==> src/rtl/i2c_tgt_pkg.sv <==
package i2c_tgt_pkg;

    typedef enum logic [2:0] {
        PH_IDLE,
        PH_ADDR,
        PH_MAP,
        PH_WRITE,
        PH_READ,
        PH_SKIP
    } phase_e;

    // Decoded bus events in the system clock domain
    typedef struct packed {
        logic start;
        logic stop;
        logic scl_rise;
        logic scl_fall;
        logic scl_lvl;
        logic sda_lvl;
    } line_ev_t;

    typedef struct packed {
        logic       en;
        logic [7:0] addr;
        logic [7:0] data;
    } wr_req_t;

    function automatic logic addr_hit(input logic [7:0] b, input logic [5:0] hi, input logic ad0);
        return b[7:1] == {hi, ad0};
    endfunction

    // Pointer advance: past the last implemented register (or from outside the map) back to 0
    function automatic logic [7:0] ptr_next(input logic [7:0] p, input int unsigned n);
        return (p >= 8'(n - 1)) ? 8'd0 : p + 8'd1;
    endfunction

endpackage

==> src/rtl/i2c_line_sync.sv <==
module i2c_line_sync import i2c_tgt_pkg::*; #(
    parameter int STAGES = 2
) (
    input  logic     clk,
    input  logic     rst,
    input  logic     scl_i,
    input  logic     sda_i,
    output line_ev_t ev_o
);
    logic [STAGES-1:0] scl_sh, sda_sh;
    logic scl_s, sda_s, scl_d, sda_d;

    assign scl_s = scl_sh[STAGES-1];
    assign sda_s = sda_sh[STAGES-1];

    always_ff @(posedge clk) begin
        if (rst) begin
            scl_sh <= '1;
            sda_sh <= '1;
            scl_d  <= 1'b1;
            sda_d  <= 1'b1;
        end else begin
            scl_sh <= {scl_sh[STAGES-2:0], scl_i};
            sda_sh <= {sda_sh[STAGES-2:0], sda_i};
            scl_d  <= scl_s;
            sda_d  <= sda_s;
        end
    end

    always_comb begin
        ev_o.start    = scl_s & scl_d & sda_d & ~sda_s;
        ev_o.stop     = scl_s & scl_d & ~sda_d & sda_s;
        ev_o.scl_rise = ~scl_d & scl_s;
        ev_o.scl_fall = scl_d & ~scl_s;
        ev_o.scl_lvl  = scl_s;
        ev_o.sda_lvl  = sda_s;
    end

endmodule

==> src/rtl/i2c_map_ptr.sv <==
module i2c_map_ptr import i2c_tgt_pkg::*; #(
    parameter int NUM_REGS = 16
) (
    input  logic       clk,
    input  logic       rst,
    input  logic       load,
    input  logic [7:0] load_val,
    input  logic       inc,
    output logic [7:0] ptr,
    output logic       ptr_ok
);
    localparam logic [8:0] LIMIT = 9'(NUM_REGS);

    assign ptr_ok = {1'b0, ptr} < LIMIT;

    always_ff @(posedge clk) begin
        if (rst)       ptr <= 8'd0;
        else if (load) ptr <= load_val;
        else if (inc)  ptr <= ptr_next(ptr, NUM_REGS);
    end

    // advancing from the last register returns to 0
    a_r7_wrap_to_zero: assert property (@(posedge clk) disable iff (rst)
        (inc && !load && ptr == 8'(NUM_REGS - 1)) |=> ptr == 8'd0);

    // a pointer byte is taken as is
    a_r2_map_load: assert property (@(posedge clk) disable iff (rst)
        load |=> ptr == $past(load_val));

endmodule

==> src/rtl/i2c_frame_engine.sv <==
module i2c_frame_engine import i2c_tgt_pkg::*; #(
    parameter logic [5:0] ADDR_HI = 6'b100111
) (
    input  logic       clk,
    input  logic       rst,
    input  line_ev_t   ev,
    input  logic       ad0,
    input  logic [7:0] ptr,
    input  logic       ptr_ok,
    input  logic [7:0] rd_byte,
    output logic       map_load,
    output logic [7:0] map_val,
    output logic       map_inc,
    output wr_req_t    wr,
    output logic       sda_pull
);
    phase_e     phase, nxt;
    logic [3:0] cnt;
    logic [7:0] shreg, tx;
    logic       edge_ok, fire;
    logic [7:0] fetch;

    always_comb begin
        edge_ok  = !ev.start && !ev.stop && phase != PH_IDLE && phase != PH_SKIP;
        fire     = edge_ok && ev.scl_fall && cnt == 4'd8;
        map_load = fire && phase == PH_MAP;
        map_val  = shreg;
        map_inc  = fire && (phase == PH_WRITE || phase == PH_READ);
        fetch    = ptr_ok ? rd_byte : 8'h00;
    end

    always_ff @(posedge clk) begin
        if (rst) begin
            phase    <= PH_IDLE;
            nxt      <= PH_IDLE;
            cnt      <= 4'd0;
            shreg    <= 8'd0;
            tx       <= 8'd0;
            sda_pull <= 1'b0;
            wr       <= '0;
        end else begin
            wr.en <= 1'b0;
            if (ev.start) begin
                phase    <= PH_ADDR;
                cnt      <= 4'd0;
                sda_pull <= 1'b0;
            end else if (ev.stop) begin
                phase    <= PH_IDLE;
                cnt      <= 4'd0;
                sda_pull <= 1'b0;
            end else if (edge_ok && ev.scl_rise) begin
                cnt <= cnt + 4'd1;
                if (cnt < 4'd8) begin
                    shreg <= {shreg[6:0], ev.sda_lvl};
                end else if (phase == PH_READ) begin
                    // ninth clock of a read byte: master's acknowledge
                    if (ev.sda_lvl) phase <= PH_SKIP;
                    else            tx    <= fetch;
                end
            end else if (edge_ok && ev.scl_fall) begin
                if (cnt == 4'd8) begin
                    case (phase)
                        PH_ADDR: begin
                            if (addr_hit(shreg, ADDR_HI, ad0)) begin
                                sda_pull <= 1'b1;
                                nxt      <= shreg[0] ? PH_READ : PH_MAP;
                                tx       <= fetch;
                            end else begin
                                phase <= PH_SKIP;
                            end
                        end
                        PH_MAP: begin
                            sda_pull <= 1'b1;
                            nxt      <= PH_WRITE;
                        end
                        PH_WRITE: begin
                            sda_pull <= 1'b1;
                            nxt      <= PH_WRITE;
                            wr.en    <= ptr_ok;
                            wr.addr  <= ptr;
                            wr.data  <= shreg;
                        end
                        default: begin
                            sda_pull <= 1'b0;
                            nxt      <= PH_READ;
                        end
                    endcase
                end else if (cnt == 4'd9) begin
                    cnt      <= 4'd0;
                    phase    <= nxt;
                    sda_pull <= (nxt == PH_READ) ? ~tx[7] : 1'b0;
                end else if (phase == PH_READ && cnt != 4'd0) begin
                    sda_pull <= ~tx[6];
                    tx       <= {tx[6:0], 1'b0};
                end
            end
        end
    end

    // no pull outside an addressed transaction
    a_r1_quiet_when_unaddressed: assert property (@(posedge clk) disable iff (rst)
        (phase == PH_IDLE || phase == PH_SKIP) |-> !sda_pull);

    // SDA moves only after SCL was seen low (START/STOP aside)
    a_r5_sda_moves_with_scl_low: assert property (@(posedge clk) disable iff (rst)
        (!$stable(sda_pull) && !$past(ev.start) && !$past(ev.stop)) |-> !$past(ev.scl_lvl));

    // a STOP releases SDA
    a_r6_stop_releases: assert property (@(posedge clk) disable iff (rst)
        ev.stop |=> !sda_pull);

    // write strobes come only from the data phase of a write
    a_r3_strobe_from_write: assert property (@(posedge clk) disable iff (rst)
        wr.en |-> $past(phase) == PH_WRITE);

endmodule

==> src/rtl/i2c_regmap_target.sv <==
module i2c_regmap_target import i2c_tgt_pkg::*; #(
    parameter int         NUM_REGS    = 16,
    parameter logic [5:0] ADDR_HI     = 6'b100111,
    parameter int         SYNC_STAGES = 2
) (
    input  logic       clk,
    input  logic       rst,
    input  logic       ad0_i,
    input  logic       scl_i,
    input  logic       sda_i,
    output logic       sda_pull_o,
    output logic [7:0] rd_addr_o,
    input  logic [7:0] rd_data_i,
    output logic       wr_en_o,
    output logic [7:0] wr_addr_o,
    output logic [7:0] wr_data_o
);
    line_ev_t   ev;
    wr_req_t    wr;
    logic       map_load, map_inc, ptr_ok;
    logic [7:0] map_val, ptr;

    i2c_line_sync #(.STAGES(SYNC_STAGES)) u_sync (
        .clk(clk), .rst(rst), .scl_i(scl_i), .sda_i(sda_i), .ev_o(ev)
    );

    i2c_map_ptr #(.NUM_REGS(NUM_REGS)) u_ptr (
        .clk(clk), .rst(rst), .load(map_load), .load_val(map_val),
        .inc(map_inc), .ptr(ptr), .ptr_ok(ptr_ok)
    );

    i2c_frame_engine #(.ADDR_HI(ADDR_HI)) u_eng (
        .clk(clk), .rst(rst), .ev(ev), .ad0(ad0_i), .ptr(ptr), .ptr_ok(ptr_ok),
        .rd_byte(rd_data_i), .map_load(map_load), .map_val(map_val),
        .map_inc(map_inc), .wr(wr), .sda_pull(sda_pull_o)
    );

    assign rd_addr_o = ptr;
    assign wr_en_o   = wr.en;
    assign wr_addr_o = wr.addr;
    assign wr_data_o = wr.data;

    // strobes never name an unimplemented register
    a_r8_no_write_outside: assert property (@(posedge clk) disable iff (rst)
        wr_en_o |-> {1'b0, wr_addr_o} < 9'(NUM_REGS));

endmodule

==> config.mk <==
export PLATFORM = sky130hd
export DESIGN_NAME = i2c_regmap_target
export DESIGN_NICKNAME = d
export VERILOG_FILES = /design/src/rtl/i2c_tgt_pkg.sv /design/src/rtl/i2c_line_sync.sv /design/src/rtl/i2c_map_ptr.sv /design/src/rtl/i2c_frame_engine.sv /design/src/rtl/i2c_regmap_target.sv
export SDC_FILE = /design/constraint.sdc
export NUM_CORES = 1
export LEC_CHECK = 0
export BUFFER_PORTS_ARGS = -buffer_cell sky130_fd_sc_hd__buf_4
export CORE_MARGIN = 4
export CORE_UTILIZATION = 53
export DETAILED_ROUTE_END_ITERATION = 7
export HOLD_SLACK_MARGIN = 0.15
export PLACE_DENSITY = 0.75
export SLEW_MARGIN = 20
export SYNTH_ARGS = -nofsm -noshare
export SYNTH_HDL_FRONTEND = slang
export SYNTH_SLANG_ARGS = --single-unit
==> constraint.sdc <==
create_clock -name clk -period 6 [get_ports clk]
set_clock_uncertainty 0.05 [all_clocks]
set_input_delay 0.9 -clock clk [delete_from_list [all_inputs] [get_ports clk]]
set_output_delay 0.9 -clock clk [all_outputs]
set_load 0.02 [all_outputs]
Word-level counts from Yosys, hierarchy flattened

Index checks and enable logic that the tools add are counted.

Add/sub/neg operators: 2
Magnitude comparators: 3
Equal/unequal tests: 25
Muxes and demuxes: 38
Bitwise logic cells: 19
Reduce and logical (&&, ||, !) cells: 33

Operators by type and width:

| cell                  | count |
|---|---|
| $mux W8               | 14 |
| $mux W3               | 11 |
| $mux W4               | 4 |
| $reduce_and A7 Y1     | 2 |
| $not A1 Y1            | 12 |
| $reduce_and A6 Y1     | 2 |
| $reduce_bool A3 Y1    | 4 |
| $ne A5 B2 Y1 const B  | 2 |
| $reduce_and A10 Y1    | 1 |
| $logic_and A1 B1 Y1   | 9 |
| $ne A3 B2 Y1 const B  | 3 |
| $add A8 B1 Y8 const B | 1 |
| $eq A4 B4 Y1 const B  | 2 |
| $ge A8 B4 Y1 const B  | 1 |
| $lt A8 B5 Y1 const B  | 1 |
| $ne A4 B2 Y1 const B  | 2 |
| $reduce_and A4 Y1     | 2 |
| $reduce_bool A4 Y1    | 2 |
| $and A1 B1 Y1         | 7 |
| $eq A7 B7 Y1          | 1 |
| $mux W1               | 7 |
| $reduce_or A7 Y1      | 1 |
| $eq A3 B2 Y1 const B  | 2 |
| $eq A3 B3 Y1 const B  | 2 |
| 17 further kinds      | 25 |

Flip-flop bits (word level): 58
Bits of input ports: 13
Output and inout port bits: 26
Logic and storage cells: 135

Longest topological paths before layout

Gate-level depths: netlist of run 1.

Word-level depth: 12
Gate-level depth with buffers: 9
Mapped depth without buffers: 7

Cells and area by module

From an unflattened synthesis of run 1, not the netlist that was laid out.

Cell total of the unflattened synthesis: 307
Area total of the unflattened synthesis: 2825.2 um^2

By module, submodules not included:

| module           | instances | cells each | area an instance (um^2) | sequential area each (um^2) |
|---|---|---|---|---|
| i2c_frame_engine | 1         | 239        | 2167.1                  | 880.8 |
| i2c_map_ptr      | 1         | 50         | 452.9                   | 160.2 |
| i2c_line_sync    | 1         | 18         | 205.2                   | 120.1 |

Worst setup path before layout of run 1

Ideal clock, no wire load.

Path type: in2reg
From: input port ad0_i
To: register u_eng.tx[1]
Library setup time: 0.121 ns
Data arrival time: 2.295 ns
Required time: 5.829 ns
Setup slack: 3.534 ns
Stages: 5
Buffers on the path: 0
Cell sequence: xor2_1 > nor4_2 > o21ai_2 > a211oi_4 > mux2_4

Cells in the longest elaborated chain, start to end: 3

RTL lines:

| element                             | RTL line               | text |
|---|---|---|
| start: declaration                  | i2c_regmap_target.sv:8 | `input logic ad0_i,` |
| $eq A7 B7 Y1                        | i2c_tgt_pkg.sv:29      | `return b[7:1] == {hi, ad0};` |
| $ne A3 B2 Y1 (no source line)       | -                      |  |
| $reduce_and A10 Y1 (no source line) | -                      |  |
| end signal: assignment              | i2c_frame_engine.sv:58 | `else tx <= fetch;` |
| end signal: assignment              | i2c_frame_engine.sv:67 | `tx <= fetch;` |
| end signal: assignment              | i2c_frame_engine.sv:94 | `tx <= {tx[6:0], 1'b0};` |
| end: declaration                    | i2c_frame_engine.sv:19 | `logic [7:0] shreg, tx;` |

Every way passes these cells.
A chain may end at the register's enable or synchronous reset.

Worst setup path after layout of run 1

From: register u_eng.cnt[0]
To: register u_eng.tx[2]

Cells in the longest elaborated chain, start to end: 4
Elaborated cells between the ends (all ways): 14
Classes of those cells: order compare (1); eq/ne (6); mux (3); reduce/logical (4)

RTL lines:

| element                                                              | RTL line               | text |
|---|---|---|
| start: declaration                                                   | i2c_frame_engine.sv:18 | `logic [3:0] cnt;` |
| start signal: assignment                                             | i2c_frame_engine.sv:52 | `cnt <= cnt + 4'd1;` |
| parallel branches: the longest is 4 deep, another holds $lt A4 B4 Y1 | -                      |  |

Several ways; the timed one is not identified. The select of a mux whose other input is x is not followed.

==> results of run 1 <==
where the power goes:
part	switching, W	leakage, nW	internal (W)	total [W]
combinational	0.0000119	0.776	0.00000902	0.0000209
sequential	0.00000183	0.468	0.000387	0.000388
clock	0.000166	0.123	0.000276	0.000442
state kept, by name (all words and copies together) (netlist names):
| register | flops |
|---|---|
| u_sync.sda_d | 1 |
| u_eng.map_val | 8 |
| u_eng.sda_pull | 1 |
| u_eng.nxt | 3 |
| u_sync.sda_sh | 2 |
| u_sync.scl_d | 1 |
| u_eng.cnt | 4 |
| u_sync.scl_sh | 2 |
| u_eng.tx | 8 |
| u_ptr.ptr | 8 |
| u_eng.wr | 17 |
| u_eng.phase | 3 |
cells in the mapped netlist, types with 3 or more instances:
| library cell | count | area [sq um] |
|---|---|---|
| dfxtp_1 | 58 | 1161 |
| nor2_1 | 36 | 135.1 |
| a21oi_1 | 25 | 125.1 |
| nand2_1 | 25 | 93.84 |
| mux2i_1 | 20 | 200.2 |
| nor2b_1 | 12 | 75.07 |
| nand3_1 | 11 | 55.05 |
| clkbuf_1 | 10 | 37.54 |
| o21ai_0 | 10 | 50.05 |
| or2_2 | 8 | 50.05 |
| mux2_4 | 7 | 105.1 |
| inv_1 | 6 | 22.52 |
| nand2b_1 | 5 | 31.28 |
| xnor2_1 | 5 | 43.79 |
| a22oi_1 | 4 | 30.03 |
| ha_1 | 4 | 50.05 |
| nor3_1 | 4 | 20.02 |
| o211ai_1 | 4 | 30.03 |
| a311oi_1 | 3 | 26.28 |
| a31oi_1 | 3 | 18.77 |
| nor3b_1 | 3 | 22.52 |
cell families (layout without fill, tap and decap cells):
logic type,Yosys count,in the layout,synth area share [%]
DFF,58,58,41.56
xor gates and xnor gates,7,7,2.194
adders and majority gates,4,4,1.791
and+or+nand+nor,124,124,23.69
AOI/OAI and AO/OA,69,69,16.79
buffers and inverters,20,61,3.045
muxes,27,27,10.93
metrics by stage:
step / total power, W / hold WS (ns) / worst slack (ns) / area (sq um)
after floorplan: 0.0004089 / 0.3395 / 3.534 / 2794
after global placement: 0.0004179 / 0.3408 / 3.279 / 3112
after detailed placement: 0.0004181 / 0.3487 / 3.223 / 3112
after CTS: 0.0008597 / 0.3696 / 3.248 / 3353
after global routing: 0.0008826 / 0.3825 / 3.114 / 3353
final: 0.0008514 / 0.3645 / 3.214 / 3353
worst register-to-register path, cell delays in order (launching register included):
cell and delay (ns):
dfxtp_1 0.40, inv_1 0.08, ha_1 0.25, nand3b_1 0.26
o211ai_1 0.44, o311a_1 0.31, a211oi_4 0.53, mux2_4 0.35
cell usage in the layout, fill, tap and decap left out, types with 6 or more instances in the layout:
master	n
buf_4	39
o21ai_0	10
clkbuf_8	9
dfxtp_1	58
nand2_1	25
a21oi_1	25
or2_2	8
inv_1	6
nor2b_1	12
mux2_4	7
nor2_1	36
mux2i_1	20
nand3_1	11
final cells by class:
type	count	area, sq um
Multi-Input combinational cell	231	1548
Clock inverter	7	117.6
Sequential cell	58	1161
Tap cell	70	87.58
Fill cell	458	1754
Inverter	6	22.52
Timing Repair Buffer	39	292.8
Clock buffer	9	123.9
routing by layer:
metal | vias up | wire [um]
li1 | 1180 | -
met1 | 1137 | 2865
met2 | 63 | 3032
met3 | 11 | 363
met4 | 0 | 78
met5 | - | 0
worst min path at each step:
stage / start / to / slack [ns] / depth (start not counted)
6_report: u_sync.scl_sh[0]$_SDFF_PP1_ / u_sync.scl_sh[1]$_SDFF_PP1_ / 0.36 / 1
3_5_place_dp: u_sync.scl_sh[0]$_SDFF_PP1_ / u_sync.scl_sh[1]$_SDFF_PP1_ / 0.35 / 1
4_1_cts: u_sync.scl_sh[0]$_SDFF_PP1_ / u_sync.scl_sh[1]$_SDFF_PP1_ / 0.37 / 1
2_1_floorplan: u_sync.scl_sh[0]$_SDFF_PP1_ / u_sync.scl_sh[1]$_SDFF_PP1_ / 0.34 / 1
3_3_place_gp: u_sync.scl_sh[0]$_SDFF_PP1_ / u_sync.scl_sh[1]$_SDFF_PP1_ / 0.34 / 1
5_1_grt: u_sync.scl_sh[0]$_SDFF_PP1_ / u_sync.scl_sh[1]$_SDFF_PP1_ / 0.38 / 1
==> impl_results.html, run 1 <==
<table>
<tr><th>Metric</th><th>Value</th></tr>
<tr><th colspan="2">Status</th></tr>
<tr><td>Result of the run</td><td>completed</td></tr>
<tr><th colspan="2">STA</th></tr>
<tr><td>Setup repair after global routing missed its margin</td><td>no</td></tr>
<tr><td>Final setup TNS</td><td>0 ns</td></tr>
<tr><td>Slew at the pin closest to its max-slew limit</td><td>0.9509 ns</td></tr>
<tr><td>Post-layout min period</td><td>2.786 ns</td></tr>
<tr><td>Worst slew margin relative to its limit</td><td>36.33%</td></tr>
<tr><td>Highest clock rate</td><td>359.0 MHz</td></tr>
<tr><td>Number of failing hold endpoints at the final stage</td><td>0</td></tr>
<tr><td>Fin. max-slew vios</td><td>0</td></tr>
<tr><td>Period utilisation layout</td><td>46.43%</td></tr>
<tr><td>Setup Viol. Count Final</td><td>0</td></tr>
<tr><th colspan="2">Floorplan</th></tr>
<tr><td>Die span in y</td><td>80.61 um</td></tr>
<tr><td>Area of the die</td><td>0.006497 sq mm</td></tr>
<tr><td>Cell Rows</td><td>26</td></tr>
<tr><td>Boundary pin count</td><td>39</td></tr>
<tr><td>Area inside the core boundary</td><td>0.005107 sq mm</td></tr>
<tr><td>Chip Width</td><td>80.61 um</td></tr>
<tr><td>Initial Util</td><td>54.70%</td></tr>
<tr><th colspan="2">GRT</th></tr>
<tr><td>GRT met1 Usage</td><td>28.69%</td></tr>
<tr><td>Number of global-route vias before repair</td><td>2226</td></tr>
<tr><td>Most congested layer reported by global routing</td><td>met2</td></tr>
<tr><td>Global routing usage on met2</td><td>34.69%</td></tr>
<tr><td>Initial antenna violation count</td><td>0</td></tr>
<tr><td>Total Routing Usage GR</td><td>21.91%</td></tr>
<tr><td>Met3 demand-to-capacity share in global routing</td><td>6.054%</td></tr>
<tr><td>First-pass GRT wire length</td><td>10900 um</td></tr>
<tr><td>Total congestion overflow</td><td>0</td></tr>
<tr><td>Largest net degree at the start of global routing</td><td>62</td></tr>
<tr><th colspan="2">Routing</th></tr>
<tr><td>Count of nets left with antenna violations after detail routing</td><td>0</td></tr>
<tr><td>Remaining routing DRC violations</td><td>0</td></tr>
<tr><td>Number of vias after detailed routing</td><td>2391</td></tr>
<tr><td>Per-cell routed wire length</td><td>15.10 um</td></tr>
<tr><td>First-pass detailed-route iteration total</td><td>4</td></tr>
<tr><td>1st-iter DRT viols</td><td>167</td></tr>
<tr><td>Via density</td><td>5.693</td></tr>
<tr><td>Detailed Route WL</td><td>6340 um</td></tr>
<tr><th colspan="2">CTS</th></tr>
<tr><td>Clock slew at reported path FFs</td><td>0.07 ns</td></tr>
<tr><td>Number of buffers inserted by post-CTS setup repair</td><td>0</td></tr>
<tr><td>Number of H-tree levels</td><td>3</td></tr>
<tr><td>Number of buffers inserted for hold repair after clock tree synthesis</td><td>0</td></tr>
<tr><td>Skew-Pair Late Insertion Delay</td><td>0.34 ns</td></tr>
<tr><td>Clock tree from TritonCTS</td><td>done</td></tr>
<tr><td>Number of buffers added by the clock tree synthesis step</td><td>9</td></tr>
<tr><td>Sinks on the clock net</td><td>58</td></tr>
<tr><td>Library cell used as clock root buffer</td><td>clkbuf_8</td></tr>
<tr><td>Cells resized by post-CTS repair</td><td>0</td></tr>
<tr><td>Clock tree buffer depth</td><td>2</td></tr>
<tr><th colspan="2">Synth</th></tr>
<tr><td>Number of cells produced by synthesis</td><td>309</td></tr>
<tr><td>Fraction of the yosys area taken by sequential cells</td><td>41.56%</td></tr>
<tr><td>Post-Syn Area per Cell</td><td>9.042 sq um</td></tr>
<tr><td>Synthesized netlist net count</td><td>326</td></tr>
<tr><td>FF+latch count, synth</td><td>58</td></tr>
<tr><td>Number of unique standard cell types used by synthesis</td><td>58</td></tr>
<tr><td>Post-synth EDFFs</td><td>0</td></tr>
<tr><td>Async set-reset flop share out of synthesis</td><td>0%</td></tr>
<tr><td>Number of synthesis warnings</td><td>0</td></tr>
<tr><td>Primary flip-flop cell chosen by synthesis mapping</td><td>dfxtp_1</td></tr>
<tr><td>Area of the mapped netlist</td><td>0.002794 sq mm</td></tr>
<tr><th colspan="2">Worst setup path</th></tr>
<tr><td>Sort of element at the start of the critical path</td><td>flip-flop</td></tr>
<tr><td>Data arrival time at the worst-slack endpoint</td><td>2.96 ns</td></tr>
<tr><td>Setup slack, reg-to-reg</td><td>3.21 ns</td></tr>
<tr><td>Combined buffer and inverter count along the critical path</td><td>1</td></tr>
<tr><td>Maximum fanout encountered on the critical timing path</td><td>13</td></tr>
<tr><td>CP endpoint kind</td><td>flip-flop</td></tr>
<tr><td>Launch point of the critical path</td><td>u_eng.cnt[0]$_SDFFE_PP0P_</td></tr>
<tr><td>End of the worst register-to-register path</td><td>u_eng.tx[2]$_SDFFE_PP0P_</td></tr>
<tr><td>Critical register-to-register path startpoint</td><td>u_eng.cnt[0]$_SDFFE_PP0P_</td></tr>
<tr><td>CP max-delay cell</td><td>a211oi_4</td></tr>
<tr><td>Cell chain of the critical path</td><td>inv_1 &gt; ha_1 &gt; nand3b_1 &gt; o211ai_1 &gt; o311a_1 &gt; a211oi_4 &gt; mux2_4</td></tr>
<tr><td>Worst setup path category</td><td>reg2reg</td></tr>
<tr><td>Largest delay contributor family on the critical path</td><td>compound AO/OA/AOI/OAI gates</td></tr>
<tr><td>Critical path endpoint</td><td>u_eng.tx[2]$_SDFFE_PP0P_</td></tr>
<tr><td>Critical path depth</td><td>7</td></tr>
<tr><td>Required time of the critical path</td><td>6.18 ns</td></tr>
<tr><td>CP max stage delay</td><td>0.53 ns</td></tr>
<tr><td>Number of cells on the worst reg-to-reg path</td><td>7</td></tr>
<tr><th colspan="2">Place</th></tr>
<tr><td>Number of instances in the placed design</td><td>404</td></tr>
<tr><td>HPWL after detailed placement</td><td>4311 um</td></tr>
<tr><td>Port-buffer cells</td><td>38</td></tr>
<tr><td>Weighted congestion at the end of routability-driven global placement</td><td>0.8970</td></tr>
<tr><th colspan="2">Layout</th></tr>
<tr><td># nets final</td><td>362</td></tr>
<tr><td>Number of standard cells in the final layout excluding fillers</td><td>420</td></tr>
<tr><td>Diodes inserted</td><td>0</td></tr>
<tr><td>Ratio of cells with drive above 1 in the final layout</td><td>22.57%</td></tr>
<tr><td>Final cell utilization of the core</td><td>65.65%</td></tr>
<tr><td>Area growth, synth to finish</td><td>20.02%</td></tr>
<tr><th colspan="2">Pwr</th></tr>
<tr><td>P per Cell Area</td><td>253.9 mW/mm^2</td></tr>
<tr><td>Leakage Power</td><td>1.367 nW</td></tr>
<tr><td>IR drop worst, VDD</td><td>0.1887 mV</td></tr>
<tr><th colspan="2">Min path</th></tr>
<tr><td>Worst hold path type</td><td>reg2reg</td></tr>
<tr><th colspan="2">Job</th></tr>
<tr><td>Number of max-cap violations</td><td>0</td></tr>
</table>
Power figures use the tool's default switching activity.
==> run 2, diff against run 1 <==
clock period = 2.7 ns   (was 6 ns; I/O delays follow)
==> run 2 against run 1 <==
  * Maximum frequency grew 19%
  * Clock-buffer cell count grew 3
  * Non-clock buffer count grew 9
  * Sequential power grew 120%
  * Flip-flop and latch count is the same
  * Die area is the same
  * Clock power grew 85%
  * Power grew 100%
  * Global-route usage grew 0.14 points
  * Critical path type unchanged
  * Highest routed layer unchanged
==> impl_results.html, run 2 (synthesis results as in run 1) <==
<table>
<tr><th>Metric</th><th>Value</th></tr>
<tr><th colspan="2">Min path</th></tr>
<tr><td>Instance count along the most critical hold path</td><td>2 (+1)</td></tr>
<tr><td>Hold endpoint</td><td>u_sync.sda_sh[0]$_SDFF_PP1_</td></tr>
<tr><td>Critical hold path startpoint</td><td>sda_i</td></tr>
<tr><td>Worst hold path type</td><td>in2reg</td></tr>
<tr><th colspan="2">Pwr</th></tr>
<tr><td>Relative contribution of combinational cells to total power</td><td>2.7% (+0.2 points)</td></tr>
<tr><td>Switching portion of total power</td><td>21.64% (+0.47 points)</td></tr>
<tr><td>Power share of the clock group</td><td>47.3% (-4.6 points)</td></tr>
<tr><td>P per Cell Area</td><td>510.6 mW/mm^2 (+100%)</td></tr>
<tr><td>Internal</td><td>0.001354 W (+100%)</td></tr>
<tr><td>Register share of total power</td><td>50.0% (+4.4 points)</td></tr>
<tr><td>IR drop worst, VDD</td><td>0.4231 mV (+120%)</td></tr>
<tr><td>Leakage Power</td><td>1.388 nW (+1.5%)</td></tr>
<tr><td>Psw</td><td>0.0003739 W (+110%)</td></tr>
<tr><th colspan="2">Status</th></tr>
<tr><td>Result of the run</td><td>completed</td></tr>
<tr><th colspan="2">Worst setup path</th></tr>
<tr><td>Number of cells on the worst reg-to-reg path</td><td>8 (+1)</td></tr>
<tr><td>Maximum fanout encountered on the critical timing path</td><td>8 (-5)</td></tr>
<tr><td>CP endpoint kind</td><td>flip-flop</td></tr>
<tr><td>Sort of element at the start of the critical path</td><td>flip-flop</td></tr>
<tr><td>Setup slack, reg-to-reg</td><td>0.37 ns (-2.85 ns)</td></tr>
<tr><td>Data arrival time at the worst-slack endpoint</td><td>2.52 ns (-0.44 ns)</td></tr>
<tr><td>Worst setup path category</td><td>reg2reg</td></tr>
<tr><td>Critical register-to-register path startpoint</td><td>u_eng.cnt[0]$_SDFFE_PP0P_</td></tr>
<tr><td>Required time of the critical path</td><td>2.89 ns (-3.29 ns)</td></tr>
<tr><td>End of the worst register-to-register path</td><td>u_eng.tx[1]$_SDFFE_PP0P_</td></tr>
<tr><th colspan="2">CTS</th></tr>
<tr><td>Number of buffers added by the clock tree synthesis step</td><td>9 (unchanged)</td></tr>
<tr><td>Number of buffers inserted by post-CTS setup repair</td><td>0 (unchanged)</td></tr>
<tr><td>Clock slew at reported path FFs</td><td>0.07 ns (about the same)</td></tr>
<tr><td>Number of H-tree levels</td><td>3 (unchanged)</td></tr>
<tr><td>Cells resized by post-CTS repair</td><td>0 (unchanged)</td></tr>
<tr><td>Sinks on the clock net</td><td>58 (unchanged)</td></tr>
<tr><td>Skew-Pair Late Insertion Delay</td><td>0.35 ns (about the same)</td></tr>
<tr><td>Clock tree from TritonCTS</td><td>done</td></tr>
<tr><td>Library cell used as clock root buffer</td><td>clkbuf_8</td></tr>
<tr><td>Number of buffers inserted for hold repair after clock tree synthesis</td><td>0 (unchanged)</td></tr>
<tr><td>Clock tree buffer depth</td><td>2 (unchanged)</td></tr>
<tr><th colspan="2">Place</th></tr>
<tr><td>Weighted congestion at the end of routability-driven global placement</td><td>0.9369 (+4.4%)</td></tr>
<tr><td>Pre-CTS setup slack</td><td>0.3630 ns (-2.860 ns)</td></tr>
<tr><td>Post-DP Area</td><td>0.003179 sq mm (+2.2%)</td></tr>
<tr><td>Port-buffer cells</td><td>38 (unchanged)</td></tr>
<tr><td>HPWL after detailed placement</td><td>4408 um (+2.3%)</td></tr>
<tr><th colspan="2">STA</th></tr>
<tr><td>Number of failing hold endpoints at the final stage</td><td>0 (unchanged)</td></tr>
<tr><td>Final worst-path setup slack</td><td>0.3653 ns (-2.849 ns)</td></tr>
<tr><td>Slew at the pin closest to its max-slew limit</td><td>0.7479 ns (-0.2030 ns)</td></tr>
<tr><td>Final setup TNS</td><td>0 ns (unchanged)</td></tr>
<tr><td>Setup repair after global routing missed its margin</td><td>no</td></tr>
<tr><td>Setup Viol. Count Final</td><td>0 (unchanged)</td></tr>
<tr><td>Post-layout min period</td><td>2.335 ns (-0.4508 ns)</td></tr>
<tr><td>Period utilisation layout</td><td>86.47% (+40 points)</td></tr>
<tr><td>Highest clock rate</td><td>428.3 MHz (+19%)</td></tr>
<tr><td>Worst slew margin relative to its limit</td><td>49.51% (+13 points)</td></tr>
<tr><td>Fin. max-slew vios</td><td>0 (unchanged)</td></tr>
<tr><th colspan="2">Routing</th></tr>
<tr><td>1st-iter DRT viols</td><td>174 (+4.2%)</td></tr>
<tr><td>Number of vias after detailed routing</td><td>2384 (-0.29%)</td></tr>
<tr><td>Count of nets left with antenna violations after detail routing</td><td>0 (unchanged)</td></tr>
<tr><td>Detailed Route WL</td><td>6475 um (+2.1%)</td></tr>
<tr><td>Via density</td><td>5.557 (-2.4%)</td></tr>
<tr><td>First-pass detailed-route iteration total</td><td>4 (unchanged)</td></tr>
<tr><td>Remaining routing DRC violations</td><td>0 (unchanged)</td></tr>
<tr><td>Per-cell routed wire length</td><td>15.09 um (about the same)</td></tr>
<tr><th colspan="2">Layout</th></tr>
<tr><td>Most frequent cells in the layout</td><td>dfxtp_1 (58), buf_4 (48), nor2_1 (36), a21oi_1 (25), nand2_1 (25)</td></tr>
<tr><td>Register with the most flip-flops</td><td>u_eng.wr</td></tr>
<tr><td>Max reg flops</td><td>17 (unchanged)</td></tr>
<tr><td>Post-route design area</td><td>0.003385 sq mm (+0.93%)</td></tr>
<tr><td># nets final</td><td>371 (+2.5%)</td></tr>
<tr><td>Leading cell type in the layout, fill and taps excluded</td><td>dfxtp_1</td></tr>
<tr><td>Ratio of cells with drive above 1 in the final layout</td><td>24.23% (+1.7 points)</td></tr>
<tr><td>Diodes inserted</td><td>0 (unchanged)</td></tr>
<tr><td>Area growth, synth to finish</td><td>21.14%</td></tr>
<tr><th colspan="2">GRT</th></tr>
<tr><td>Number of global-route vias before repair</td><td>2365 (+6.2%)</td></tr>
<tr><td>Total Routing Usage GR</td><td>22.05% (+0.14 points)</td></tr>
<tr><td>GRT met1 Usage</td><td>26.54% (-2.2 points)</td></tr>
<tr><td>Largest net degree at the start of global routing</td><td>62 (unchanged)</td></tr>
<tr><td>Total congestion overflow</td><td>0 (unchanged)</td></tr>
<tr><td>Global routing usage on met2</td><td>36.09% (+1.4 points)</td></tr>
<tr><td>Met3 demand-to-capacity share in global routing</td><td>6.614% (+0.56 points)</td></tr>
<tr><td>First-pass GRT wire length</td><td>10960 um (+0.50%)</td></tr>
<tr><td>Most congested layer reported by global routing</td><td>met2</td></tr>
<tr><td>Initial antenna violation count</td><td>0 (unchanged)</td></tr>
<tr><th colspan="2">Job</th></tr>
<tr><td>Number of max-cap violations</td><td>0 (unchanged)</td></tr>
<tr><th colspan="2">Floorplan</th></tr>
<tr><td>Area of the die</td><td>0.006497 sq mm (unchanged)</td></tr>
<tr><td>Chip Width</td><td>80.61 um (unchanged)</td></tr>
<tr><td>Die span in y</td><td>80.61 um (unchanged)</td></tr>
<tr><td>Area inside the core boundary</td><td>0.005107 sq mm (unchanged)</td></tr>
<tr><td>Boundary pin count</td><td>39 (unchanged)</td></tr>
<tr><td>Initial Util</td><td>54.70% (unchanged)</td></tr>
<tr><td>Cell Rows</td><td>26 (unchanged)</td></tr>
</table>
## run 2: cell count changes in the layout (fill, tap and decap cells not counted)
cell	before	now
clkinv_2	2	1
clkbuf_1	0	1
bufinv_16	3	1
clkinv_4	2	0
clkinvlp_4	0	2
clkbuf_8	9	11
buf_4	39	48
## run 2: power groups by stage
stage	registers (W)	clock network [W]	logic, W
floorplan	0.000881	0	0.0000278
global placement	0.000882	0	0.0000466
detailed placement	0.000883	0	0.0000467
CTS	0.000863	0.000833	0.0000472
global route	0.000863	0.000872	0.0000516
finish	0.000863	0.000818	0.0000469
## run 2: through the flow
| stage | total power (W) | cells | hold WS [ns] | util [%] |
|---|---|---|---|---|
| after floorplan | 0.0009087 | 309 | 0.3395 | - |
| after global placement | 0.0009289 | 413 | 0.3420 | 62.25 |
| after detailed placement | 0.0009293 | 413 | 0.3495 | 62.25 |
| after CTS | 0.001744 | 429 | 0.1788 | 66.27 |
| after global routing | 0.001787 | 429 | 0.1758 | 66.27 |
| final | 0.001728 | 429 | 0.1904 | 66.27 |
## run 2: area by class of cell
| class | instances | area [sq um] |
|---|---|---|
| Clock inverter | 4 | 50.05 |
| Clock buffer | 12 | 155.1 |
| Inverter | 6 | 22.52 |
| Multi-Input combinational cell | 231 | 1548 |
| Tap cell | 70 | 87.58 |
| Fill cell | 428 | 1723 |
| Sequential cell | 58 | 1161 |
| Timing Repair Buffer | 48 | 360.3 |
## run 2: worst max path at each step
stage                               endpoint                      start  depth (start not counted)
floorplan           u_eng.tx[1]$_SDFFE_PP0P_  u_eng.cnt[0]$_SDFFE_PP0P_                          7
global placement    u_eng.tx[7]$_SDFFE_PP0P_  u_eng.cnt[0]$_SDFFE_PP0P_                          8
detailed placement  u_eng.tx[1]$_SDFFE_PP0P_  u_eng.cnt[0]$_SDFFE_PP0P_                          8
CTS                 u_eng.tx[1]$_SDFFE_PP0P_  u_eng.cnt[0]$_SDFFE_PP0P_                          8
global route        u_eng.tx[1]$_SDFFE_PP0P_  u_eng.cnt[0]$_SDFFE_PP0P_                          8
finish              u_eng.tx[1]$_SDFFE_PP0P_  u_eng.cnt[0]$_SDFFE_PP0P_                          8
## run 2: per-layer routing
| layer | part of all wire (%) | wire length, um |
|---|---|---|
| met5 | 0 | 0 |
| met4 | 1.6 | 102 |
| met3 | 5.4 | 347 |
| met2 | 48 | 3113 |
| met1 | 45 | 2911 |
## run 2: critical path: stages (launching register included)
cell and delay, ns:
dfxtp_1 0.39, inv_1 0.08, ha_1 0.25, or2_2 0.32
a211oi_2 0.25, o21ai_2 0.11, a211oi_4 0.23, buf_4 0.23
mux2_4 0.31
==> run 3, diff against run 2 <==
HOLD_SLACK_MARGIN = 0.06   (was 0.15)
clock period = 2.2 ns   (was 2.7 ns; I/O delays follow)
==> run 3 against run 2 <==
  * Sequential share of layout area fell by 0.87 points
  * Maximum frequency rose by 8.8%
  * Worst setup slack got worse by 0.31 ns
  * Critical path depth did not move
  * Utilization rose by 2.0 points
  * Routed wire length rose by 4.0%
  * Power rose by 18%
  * Die area did not move
  * Cell area rose by 3.0%
  * Highest routed layer unchanged
==> impl_results.html, run 3 (synthesis results as in run 1) <==
<table>
<tr><th>Metric</th><th>Value</th></tr>
<tr><th colspan="2">Worst setup path</th></tr>
<tr><td>Maximum fanout encountered on the critical timing path</td><td>8 (unchanged)</td></tr>
<tr><td>Sort of element at the start of the critical path</td><td>flip-flop</td></tr>
<tr><td>Worst setup path category</td><td>reg2reg</td></tr>
<tr><td>CP endpoint kind</td><td>flip-flop</td></tr>
<tr><td>Required time of the critical path</td><td>2.36 ns (-0.53 ns)</td></tr>
<tr><td>Data arrival time at the worst-slack endpoint</td><td>2.31 ns (-0.21 ns)</td></tr>
<tr><th colspan="2">STA</th></tr>
<tr><td>Final setup TNS</td><td>0 ns (unchanged)</td></tr>
<tr><td>Final worst-path setup slack</td><td>0.05410 ns (-0.3112 ns)</td></tr>
<tr><td>Slew at the pin closest to its max-slew limit</td><td>0.6999 ns (-0.04798 ns)</td></tr>
<tr><td>Number of failing hold endpoints at the final stage</td><td>0 (unchanged)</td></tr>
<tr><td>Setup repair after global routing missed its margin</td><td>no</td></tr>
<tr><td>Fin. max-slew vios</td><td>0 (unchanged)</td></tr>
<tr><td>Post-layout min period</td><td>2.146 ns (-0.1888 ns)</td></tr>
<tr><td>Worst slew margin relative to its limit</td><td>53.14% (+3.6 points)</td></tr>
<tr><td>Highest clock rate</td><td>466.0 MHz (+8.8%)</td></tr>
<tr><td>Period utilisation layout</td><td>97.54% (+11 points)</td></tr>
<tr><td>Setup Viol. Count Final</td><td>0 (unchanged)</td></tr>
<tr><th colspan="2">GRT</th></tr>
<tr><td>Total congestion overflow</td><td>0 (unchanged)</td></tr>
<tr><td>Number of global-route vias before repair</td><td>2351 (-0.59%)</td></tr>
<tr><td>Most congested layer reported by global routing</td><td>met2</td></tr>
<tr><td>Global routing usage on met2</td><td>34.11% (-2.0 points)</td></tr>
<tr><td>Initial antenna violation count</td><td>0 (unchanged)</td></tr>
<tr><td>Largest net degree at the start of global routing</td><td>62 (unchanged)</td></tr>
<tr><td>GRT met1 Usage</td><td>28.85% (+2.3 points)</td></tr>
<tr><td>Total Routing Usage GR</td><td>21.75% (-0.30 points)</td></tr>
<tr><td>Met3 demand-to-capacity share in global routing</td><td>4.372% (-2.2 points)</td></tr>
<tr><td>First-pass GRT wire length</td><td>11090 um (+1.2%)</td></tr>
<tr><th colspan="2">CTS</th></tr>
<tr><td>Number of buffers added by the clock tree synthesis step</td><td>9 (unchanged)</td></tr>
<tr><td>Skew-Pair Late Insertion Delay</td><td>0.33 ns (-0.02 ns)</td></tr>
<tr><td>Clock tree from TritonCTS</td><td>done</td></tr>
<tr><td>Clock tree buffer depth</td><td>2 (unchanged)</td></tr>
<tr><td>Clock slew at reported path FFs</td><td>0.07 ns (about the same)</td></tr>
<tr><td>Number of H-tree levels</td><td>3 (unchanged)</td></tr>
<tr><td>Sinks on the clock net</td><td>58 (unchanged)</td></tr>
<tr><td>Library cell used as clock root buffer</td><td>clkbuf_8</td></tr>
<tr><th colspan="2">Pwr</th></tr>
<tr><td>IR drop worst, VDD</td><td>0.4049 mV (-4.3%)</td></tr>
<tr><td>P per Cell Area</td><td>584.0 mW/mm^2 (+14%)</td></tr>
<tr><td>Leakage Power</td><td>1.449 nW (+4.4%)</td></tr>
<tr><th colspan="2">Routing</th></tr>
<tr><td>First-pass detailed-route iteration total</td><td>6 (+2)</td></tr>
<tr><td>Per-cell routed wire length</td><td>15.34 um (+1.7%)</td></tr>
<tr><td>Count of nets left with antenna violations after detail routing</td><td>0 (unchanged)</td></tr>
<tr><td>Remaining routing DRC violations</td><td>0 (unchanged)</td></tr>
<tr><td>Detailed Route WL</td><td>6736 um (+4.0%)</td></tr>
<tr><td>Number of vias after detailed routing</td><td>2456 (+3.0%)</td></tr>
<tr><td>1st-iter DRT viols</td><td>127 (-27%)</td></tr>
<tr><td>Via density</td><td>5.595 (+0.67%)</td></tr>
<tr><th colspan="2">Layout</th></tr>
<tr><td>Most frequent cells in the layout</td><td>buf_4 (57), dfxtp_1 (56), nor2_1 (36), a21oi_1 (25), nand2_1 (25)</td></tr>
<tr><td>Ratio of cells with drive above 1 in the final layout</td><td>26.83% (+2.6 points)</td></tr>
<tr><td>Max reg flops</td><td>17 (unchanged)</td></tr>
<tr><td>Leading cell type in the layout, fill and taps excluded</td><td>buf_4</td></tr>
<tr><td>Final cell utilization of the core</td><td>68.28% (+2.0 points)</td></tr>
<tr><td>Register with the most flip-flops</td><td>u_eng.wr</td></tr>
<tr><td>Diodes inserted</td><td>0 (unchanged)</td></tr>
<tr><td>Filler cell count in the final layout</td><td>430 (+0.47%)</td></tr>
<tr><td>Area growth, synth to finish</td><td>24.81%</td></tr>
<tr><td># nets final</td><td>381 (+2.7%)</td></tr>
<tr><th colspan="2">Place</th></tr>
<tr><td>Port-buffer cells</td><td>38 (unchanged)</td></tr>
<tr><td>Pre-CTS setup slack</td><td>0.02837 ns (-0.3347 ns)</td></tr>
<tr><td>HPWL after detailed placement</td><td>4699 um (+6.6%)</td></tr>
<tr><td>Weighted congestion at the end of routability-driven global placement</td><td>0.9302 (-0.72%)</td></tr>
<tr><th colspan="2">Floorplan</th></tr>
<tr><td>Die span in y</td><td>80.61 um (unchanged)</td></tr>
<tr><td>Chip Width</td><td>80.61 um (unchanged)</td></tr>
<tr><td>Boundary pin count</td><td>39 (unchanged)</td></tr>
<tr><td>Area of the die</td><td>0.006497 sq mm (unchanged)</td></tr>
<tr><td>Initial Util</td><td>54.70% (unchanged)</td></tr>
<tr><td>Cell Rows</td><td>26 (unchanged)</td></tr>
<tr><td>Area inside the core boundary</td><td>0.005107 sq mm (unchanged)</td></tr>
<tr><th colspan="2">Job</th></tr>
<tr><td>Number of max-cap violations</td><td>0 (unchanged)</td></tr>
<tr><th colspan="2">Status</th></tr>
<tr><td>Result of the run</td><td>completed</td></tr>
<tr><th colspan="2">Min path</th></tr>
<tr><td>Worst hold path type</td><td>in2reg</td></tr>
</table>
[run 3: where the power goes]
| part | switching, W | internal (W) |
|---|---|---|
| sequential | 0.00000484 | 0.00105 |
| clock | 0.000413 | 0.000504 |
| combinational | 0.0000343 | 0.0000272 |
[run 3: stage by stage]
step | hold WS [ns] | power [W] | cells | instance area, sq um
6_report | 0.1296 | 0.002036 | 439 | 3487
5_1_grt | 0.1333 | 0.002099 | 439 | 3487
4_1_cts | 0.1194 | 0.002052 | 438 | 3447
3_5_place_dp | 0.3466 | 0.001144 | 422 | 3263
3_3_place_gp | 0.3413 | 0.001144 | 422 | 3263
2_1_floorplan | 0.3395 | 0.001115 | 309 | 2798
[run 3: final timing paths]
path	depth (start not counted)	from	slack, ns	endpoint
worst max-delay path	8	u_eng.cnt[0]$_SDFFE_PP0P_	0.05	u_eng.tx[6]$_SDFFE_PP0P_
worst min-delay path	2	scl_i	0.13	u_sync.scl_sh[0]$_SDFF_PP1_
worst max register to register	8	u_eng.cnt[0]$_SDFFE_PP0P_	0.05	u_eng.tx[6]$_SDFFE_PP0P_
worst min register to register	1	u_sync.sda_sh[0]$_SDFF_PP1_	0.36	u_sync.sda_sh[1]$_SDFF_PP1_
[run 3: timing repair]
action                                  4_1_cts  5_1_grt
endpoints found under the setup margin        0        7
buffers inserted                              0        1
resized for setup                             0        7
hold buffers                                  0        0
endpoints found under the hold margin         0        0
[run 3: cell type report]
type / instances / area, sq um / area share, %
clock buffer: 15 / 176.4 / 5.059
clock inverter: 1 / 7.507 / 0.2153
multi-input combinational: 231 / 1579 / 45.28
inverter: 6 / 22.52 / 0.6459
tap: 70 / 87.58 / 2.512
sequential: 58 / 1166 / 33.44
timing repair buffer: 58 / 447.9 / 12.85
[run 3: routing by layer]
layer  part of all wire (%)  vias up
li1                       -     1215
met3                    5.0       13
met2                     47       71
met1                     46     1157
met4                    1.8        0
met5                      0        -
[run 3: worst max-delay path, stage by stage (launching register included)]
cell and delay, ns:
dfxtp_4 0.36, inv_1 0.08, ha_4 0.18, or2_4 0.25
a211oi_4 0.27, o21ai_2 0.09, a211oi_4 0.29, buf_12 0.17
mux2_4 0.30
